### src/rtl/spiFrontPkg.sv
package spiFrontPkg;

  typedef enum logic [2:0] {
    S_IDLE, S_CMD, S_ADDR, S_DUMMY, S_FETCH, S_DATA, S_WRITE, S_SKIP
  } stateT;

  typedef enum logic [1:0] {K_READ, K_WRITE, K_STAT} kindT;

  // strobes from control to datapath, one system cycle each
  typedef struct packed {
    logic shiftIn;   // capture sampled input bit
    logic addrLoad;  // take shifted bits as address
    logic fetch;     // load output byte from store, advance address
    logic statLoad;  // load output byte with status
    logic wrCommit;  // store shifted byte, advance address
    logic drive1;    // put one bit on the output pin
    logic drive2;    // put two bits on the output lanes
  } strobeT;

  localparam logic [7:0] OP_READ = 8'h03;
  localparam logic [7:0] OP_DUAL = 8'h3B;
  localparam logic [7:0] OP_PROG = 8'h02;
  localparam logic [7:0] OP_STAT = 8'h05;

endpackage

### src/rtl/spiFrontCtrl.sv
module spiFrontCtrl
  import spiFrontPkg::*;
#(
  parameter int DUMMY_CLKS = 8
) (
  input  logic         clk,
  input  logic         rstN,
  input  logic         csN,
  input  logic         sck,
  input  logic         si,
  input  logic         holdN,
  input  logic [7:0]   nextByte,
  output logic         siSync,
  output logic         csSync,
  output strobeT       strb,
  output logic         soOe,
  output logic         ioOe
);

  localparam int CNT_W = 5;
  localparam logic [CNT_W-1:0] DUMMY_LAST = CNT_W'(DUMMY_CLKS - 1);

  logic csS, csP, sckS, sckP, siS, holdNS;
  logic holdActive, holdActiveN;
  logic sckRise, sckFall;
  stateT state, stateN;
  kindT kind, kindN;
  logic isDual, dualN;
  logic driving, drivingN;
  logic [CNT_W-1:0] bitCnt, cntN;

  // input sampling and edge detection
  always_ff @(posedge clk) begin
    if (!rstN) begin
      csS <= 1'b1; csP <= 1'b1;
      sckS <= 1'b0; sckP <= 1'b0;
      siS <= 1'b0; holdNS <= 1'b1;
    end else begin
      csS <= csN; csP <= csS;
      sckS <= sck; sckP <= sckS;
      siS <= si; holdNS <= holdN;
    end
  end

  assign sckRise = sckS & ~sckP & ~holdActive;
  assign sckFall = ~sckS & sckP & ~holdActive;

  // pause may only begin with select low and clock low
  always_comb begin
    if (csS)             holdActiveN = 1'b0;
    else if (holdActive) holdActiveN = ~holdNS;
    else                 holdActiveN = ~holdNS & ~sckS;
  end

  always_comb begin
    strb = '0;
    stateN = state;
    cntN = bitCnt;
    kindN = kind;
    dualN = isDual;
    drivingN = driving;
    if (csS) begin
      stateN = S_IDLE;
      cntN = '0;
      drivingN = 1'b0;
    end else if (csP) begin
      stateN = S_CMD;
      cntN = '0;
      drivingN = 1'b0;
    end else begin
      case (state)
        S_CMD: if (sckRise) begin
          strb.shiftIn = 1'b1;
          cntN = bitCnt + 5'd1;
          if (bitCnt == 5'd7) begin
            cntN = '0;
            case (nextByte)
              OP_READ: begin stateN = S_ADDR;  kindN = K_READ;  dualN = 1'b0; end
              OP_DUAL: begin stateN = S_ADDR;  kindN = K_READ;  dualN = 1'b1; end
              OP_PROG: begin stateN = S_ADDR;  kindN = K_WRITE; dualN = 1'b0; end
              OP_STAT: begin stateN = S_FETCH; kindN = K_STAT;  dualN = 1'b0; end
              default: stateN = S_SKIP;
            endcase
          end
        end
        S_ADDR: if (sckRise) begin
          strb.shiftIn = 1'b1;
          cntN = bitCnt + 5'd1;
          if (bitCnt == 5'd23) begin
            cntN = '0;
            strb.addrLoad = 1'b1;
            if (kind == K_WRITE) stateN = S_WRITE;
            else if (isDual)     stateN = S_DUMMY;
            else                 stateN = S_FETCH;
          end
        end
        S_DUMMY: if (sckRise) begin
          cntN = bitCnt + 5'd1;
          if (bitCnt == DUMMY_LAST) begin
            cntN = '0;
            stateN = S_FETCH;
          end
        end
        S_FETCH: begin
          if (kind == K_STAT) strb.statLoad = 1'b1;
          else                strb.fetch = 1'b1;
          cntN = '0;
          stateN = S_DATA;
        end
        S_DATA: if (sckFall) begin
          drivingN = 1'b1;
          if (isDual) strb.drive2 = 1'b1;
          else        strb.drive1 = 1'b1;
          cntN = bitCnt + 5'd1;
          if (bitCnt == (isDual ? 5'd3 : 5'd7)) begin
            cntN = '0;
            if (kind == K_STAT) strb.statLoad = 1'b1;
            else                strb.fetch = 1'b1;
          end
        end
        S_WRITE: if (sckRise) begin
          strb.shiftIn = 1'b1;
          cntN = bitCnt + 5'd1;
          if (bitCnt == 5'd7) begin
            cntN = '0;
            strb.wrCommit = 1'b1;
          end
        end
        default: ;
      endcase
    end
  end

  always_ff @(posedge clk) begin
    if (!rstN) begin
      state <= S_IDLE;
      kind <= K_READ;
      isDual <= 1'b0;
      driving <= 1'b0;
      bitCnt <= '0;
      holdActive <= 1'b0;
    end else begin
      state <= stateN;
      kind <= kindN;
      isDual <= dualN;
      driving <= drivingN;
      bitCnt <= cntN;
      holdActive <= holdActiveN;
    end
  end

  assign soOe = driving & ~holdActive & ~csS;
  assign ioOe = soOe & isDual;
  assign siSync = siS;
  assign csSync = csS;

  a_r9_hold_freezes: assert property (@(posedge clk) disable iff (!rstN)
    holdActive |-> !(strb.shiftIn || strb.wrCommit || strb.drive1 || strb.drive2));
  a_r9_hold_entry: assert property (@(posedge clk) disable iff (!rstN)
    $rose(holdActive) |-> !$past(sckS));
  a_r3_abort_on_deselect: assert property (@(posedge clk) disable iff (!rstN)
    csS |=> state == S_IDLE);
  a_r3_start_on_fall: assert property (@(posedge clk) disable iff (!rstN)
    (state != S_IDLE && $past(state) == S_IDLE) |-> ($past(csP) && !$past(csS)));
  a_r6_io_needs_so: assert property (@(posedge clk) disable iff (!rstN)
    ioOe |-> soOe);

endmodule

### src/rtl/spiFrontData.sv
module spiFrontData
  import spiFrontPkg::*;
#(
  parameter int ADDR_W    = 15,
  parameter int MEM_DEPTH = 256
) (
  input  logic         clk,
  input  logic         rstN,
  input  logic         siSync,
  input  logic         busyIn,
  input  strobeT       strb,
  output logic [7:0]   nextByte,
  output logic         soOut,
  output logic         ioOut
);

  localparam int IDX_W = $clog2(MEM_DEPTH);

  logic [ADDR_W-2:0] inShift;
  logic [ADDR_W-1:0] nextIn;
  logic [ADDR_W-1:0] addr;
  logic [IDX_W-1:0]  idx;
  logic [7:0]        outShift;
  logic              soReg, ioReg;
  logic [7:0]        mem [MEM_DEPTH];

  assign nextIn = {inShift, siSync};
  assign nextByte = nextIn[7:0];

  // store smaller than the address space: alias on low bits
  generate
    if (IDX_W < ADDR_W) begin : g_alias
      assign idx = addr[IDX_W-1:0];
    end else begin : g_full
      assign idx = IDX_W'(addr);
    end
  endgenerate

  always_ff @(posedge clk) begin
    if (!rstN) begin
      inShift <= '0;
      addr <= '0;
      outShift <= '0;
      soReg <= 1'b0;
      ioReg <= 1'b0;
    end else begin
      if (strb.shiftIn) inShift <= nextIn[ADDR_W-2:0];
      if (strb.addrLoad) addr <= nextIn;
      else if (strb.fetch || strb.wrCommit) addr <= addr + 1'b1;
      if (strb.fetch)         outShift <= mem[idx];
      else if (strb.statLoad) outShift <= {7'b0, busyIn};
      else if (strb.drive2)   outShift <= {outShift[5:0], 2'b00};
      else if (strb.drive1)   outShift <= {outShift[6:0], 1'b0};
      if (strb.drive1 || strb.drive2) soReg <= outShift[7];
      if (strb.drive2) ioReg <= outShift[6];
    end
  end

  always_ff @(posedge clk) begin
    if (!rstN) begin
      for (int i = 0; i < MEM_DEPTH; i++) mem[i] <= '0;
    end else if (strb.wrCommit) begin
      mem[idx] <= nextByte;
    end
  end

  assign soOut = soReg;
  assign ioOut = ioReg;

  a_r2_out_on_fall: assert property (@(posedge clk) disable iff (!rstN)
    !$past(strb.drive1 || strb.drive2) |-> $stable(soReg));
  a_r8_addr_wrap: assert property (@(posedge clk) disable iff (!rstN)
    ((strb.fetch || strb.wrCommit) && !strb.addrLoad && addr == '1) |=> addr == '0);

endmodule

### src/rtl/spiFlashFront.sv
module spiFlashFront
  import spiFrontPkg::*;
#(
  parameter int ADDR_W     = 15,
  parameter int MEM_DEPTH  = 256,
  parameter int DUMMY_CLKS = 8
) (
  input  logic clk,
  input  logic rstN,
  input  logic csN,
  input  logic sck,
  input  logic si,
  input  logic holdN,
  input  logic busyIn,
  output logic soOut,
  output logic soOe,
  output logic ioOut,
  output logic ioOe,
  output logic standby
);

  strobeT     strb;
  logic       siSync, csSync;
  logic [7:0] nextByte;

  spiFrontCtrl #(.DUMMY_CLKS(DUMMY_CLKS)) uCtrl (
    .clk(clk), .rstN(rstN), .csN(csN), .sck(sck), .si(si), .holdN(holdN),
    .nextByte(nextByte), .siSync(siSync), .csSync(csSync), .strb(strb),
    .soOe(soOe), .ioOe(ioOe)
  );

  spiFrontData #(.ADDR_W(ADDR_W), .MEM_DEPTH(MEM_DEPTH)) uData (
    .clk(clk), .rstN(rstN), .siSync(siSync), .busyIn(busyIn), .strb(strb),
    .nextByte(nextByte), .soOut(soOut), .ioOut(ioOut)
  );

  assign standby = csSync & ~busyIn;

  a_r11_selected_not_standby: assert property (@(posedge clk) disable iff (!rstN)
    (soOe || ioOe) |-> !standby);

endmodule

### config.mk
export PLATFORM = sky130hd
export DESIGN_NAME = spiFlashFront
export DESIGN_NICKNAME = d
export VERILOG_FILES = /design/src/rtl/spiFrontPkg.sv /design/src/rtl/spiFrontCtrl.sv /design/src/rtl/spiFrontData.sv /design/src/rtl/spiFlashFront.sv
export SDC_FILE = /design/constraint.sdc
export NUM_CORES = 2
export LEC_CHECK = 0
export CORE_MARGIN = 3
export CORE_UTILIZATION = 42
export CTS_CLUSTER_DIAMETER = 80
export DETAILED_ROUTE_END_ITERATION = 10
export DONT_BUFFER_PORTS = 1
export PLACE_DENSITY_LB_ADDON = 0.1
export SYNTH_ARGS = -nofsm -noshare
export SYNTH_HDL_FRONTEND = slang
export SYNTH_SLANG_ARGS = --single-unit
### constraint.sdc
create_clock -name clk -period 7.13 [get_ports clk]
set_clock_uncertainty 0.15 [all_clocks]
set_input_delay 0.713 -clock clk [delete_from_list [all_inputs] [get_ports clk]]
set_output_delay 0.713 -clock clk [all_outputs]
set_load 0.1 [all_outputs]
==> run summary <==
run status = finished, final reports clean
crit path launch type = flop
Synth top area share = 62.5%
Nets = 6561
Final period util = 74.5%
worst rel slew slack = 5.63%
Routed WL per cell = 33.8 µm
Critical Path End Type = flop
Vias/cell = 6.27
Post-Layout Cell Count = 9877
clock sink count = 2100
port buffer count = 0
CTS tree = done
Crit Path Class = flop to flop
max-cap viol count = 0
largest net degree at the start of global routing = 271
Synth area leaders = edfxtp_1, and3_1, mux4_2, clkbuf_1, nand2_1
RSZ-0062 raised after global routing = no
CORE AREA = 0.233 mm²
Synth cell types = 80
leakage power = 0.0408 µW
Top delay family on crit path = compound AO/OA/AOI/OAI gates
#FFs+latches synth = 2100
Post-Syn Instances = 6965
worst vdd ir = 0.198 mV
Starting Density = 42.3%
Synth area leader = edfxtp_1
via count = 61935
Detailed Route Iter0 Violations = 7607
drt first pass iters = 6
Critical Path AT = 5.96 ns
worst-margin pin slew = 1.41 ns
num ports = 12
power density cells = 243 mW/mm²
number of CTS-inserted buffers = 225
hold_ws = 0.171 ns
drt drc = 0
GRT overflow = 0
HP Class = primary input to flop
sum of buffers and inverters on the critical path = 1
Final Hold Fails = 0
Post-synth EDFFs = 2048
CTS clk-pin slew, worst paths = 0.06 ns
Inst Count DP = 9444
post-detail-place hpwl = 200000 µm
Antenna Nets Post-Route = 0
fin. max-slew vios = 0
antenna violations before repair = 26
Clock Tree Buf Depth = 3
die area = 0.240 mm²
Resized Gates After CTS = 0
YS warnings = 0
CP cell instances = buf_12 > nand2_2 > o221ai_1 > a21oi_1 > nor3_1 > nor4_1 > o31ai_1 > a32o_1
Worst Path Required = 7.78 ns
Synth Area per Inst = 14.1 µm²
Die Y = 490 µm
worst skew pair latency = 0.87 ns
gpl congestion = 0.899
slowest CP cell = o31ai_1
post-synthesis cell area = 0.0984 mm²
Layout area overhead = 9.45%
fin crit period = 5.31 ns
sequential fraction of the synthesis area = 63.5%
Core Rows = 177
Top FF cell, synth = edfxtp_1
utilization after layout = 46.3%
fmax = 188 MHz
vias in the first global route = 60704
Routed WL = 334000 µm
Fin Setup TNS = 0 ns
worst-path maximum fanout = 82
Setup-failing EPs final = 0
H-Tree Depth = 4
share of cells above drive strength 1 = 16.4%
Synthesized Nets = 6977
All-Layer GR Usage = 27.2%
post-synthesis async set-or-reset flop share = 0%
slowest stage delay, CP = 0.97 ns
Root Driver = clkbuf_16
DIE WIDTH = 490 µm
first-pass GRT wire length = 472000 µm
==> cell type report <==
class                      count  area [µm²]
clock buffer                 296        6020
inverter                      19        82.6
sequential                  2100       62600
timing repair buffer         278        2450
multi-input combinational   3925       31900
tap                         3132        3920
clock inverter               111         748
fill                       20175      125000
antenna                       16        40.0
==> metal layers <==
metal / wire, µm / GRT usage (%) / part of all wire (%) / up-vias
met3: 27700 / 5.75 / 8.3 / 532
met4: 12100 / 9.03 / 3.6 / 10
met2: 157000 / 42.8 / 47 / 2858
met1: 138000 / 37.7 / 41 / 32393
li1: - / - / - / 26142
met5: 188 / 0.456 / 0.056 / -
==> final timing paths <==
kind                startpoint  slack (ns)           endpoint  cells past startpoint
setup / recovery          flop        1.82  uData.outShift[0]                      8
hold / removal            rstN        0.17    uCtrl.bitCnt[2]                      2
setup reg to reg          flop        1.82  uData.outShift[0]                      8
hold reg to reg   uCtrl.holdNS        0.28   uCtrl.holdActive                      1
==> state kept, by name (all words and copies together), names as in the netlist, named ones only <==
register	flops
uCtrl.bitCnt	5
uCtrl.csP	1
uCtrl.csSync	1
uCtrl.driving	1
uCtrl.holdActive	1
uCtrl.holdNS	1
uCtrl.isDual	1
uCtrl.kind	2
uCtrl.sckP	1
uCtrl.sckS	1
uCtrl.siSync	1
uCtrl.state	3
uData.addr	8
uData.inShift	7
uData.ioOut	1
uData.mem	2048
uData.outShift	8
uData.soOut	1
==> through the flow <==
step	setup slack [ns]	area (µm²)	power, µW
final	1.82	108000	26200
after global routing	1.71	108000	26900
after CTS	1.92	108000	26300
after detailed placement	1.97	101000	15300
after global placement	0.974	101000	15300
after floorplan	2.77	98400	14900
==> cells in the mapped netlist, drive strengths merged (12+ instances only) <==
cell type,instances
nand2,430
and2,28
a21oi,82
and3,1799
o22ai,38
mux2,20
nand3,41
nor2b,26
inv,16
mux4,491
nor4,13
nor2,229
edfxtp,2048
a221oi,18
buf,170
clkbuf,751
a31oi,18
o21ai,159
nor3,156
a211oi,12
mux2i,150
o221ai,25
nand2b,22
a22oi,33
dfxtp,52
==> worst register-to-register path, stage by stage (launching register included) <==
cell	delay, ns
dfxtp_4	0.91
buf_12	0.56
nand2_2	0.93
o221ai_1	0.56
a21oi_1	0.15
nor3_1	0.54
nor4_1	0.21
o31ai_1	0.97
a32o_1	0.28
==> cell families (layout without fill, tap and decap cells) <==
logic type	after synthesis	count (layout)	share of synthesized area, %
simple gates	2786	2786	15.8
flops	2100	2100	63.5
buf+inv	940	704	4.31
mux	661	661	13.2
compound gates	470	470	3.07
fa+ha+maj	5	5	0.0636
xor+xnor	3	3	0.0267
other cells	0	16	0
==> layout by cell type, fill, tap and decap left out, types with 26 or more instances in the layout <==
cell,Yosys,layout
a21oi_1,82,82
a22oi_1,33,33
and3_1,1799,1799
buf_12,9,26
buf_4,26,242
clkbuf_1,750,63
clkbuf_16,0,229
clkinv_1,3,56
clkinv_2,0,37
dfxtp_1,52,40
edfxtp_1,2048,2048
mux2i_1,150,150
mux4_1,45,45
mux4_2,446,446
nand2_1,430,422
nand3_1,41,41
nor2_1,229,218
nor3_1,156,148
o21ai_0,159,150
o22ai_1,38,38
==> where the power goes <==
part | switching, µW | internal (µW)
Clock | 4970 | 6120
Combinational | 512 | 277
Sequential | 182 | 14100
==> repair_timing <==
action / CTS / global route
setup endpoints to repair: 0 / 0
hold buffers: 9 / 0
buffers inserted: 0 / 0
endpoints found under the hold margin: 10 / 0
No activity file was read; power rests on OpenSTA's default activity.
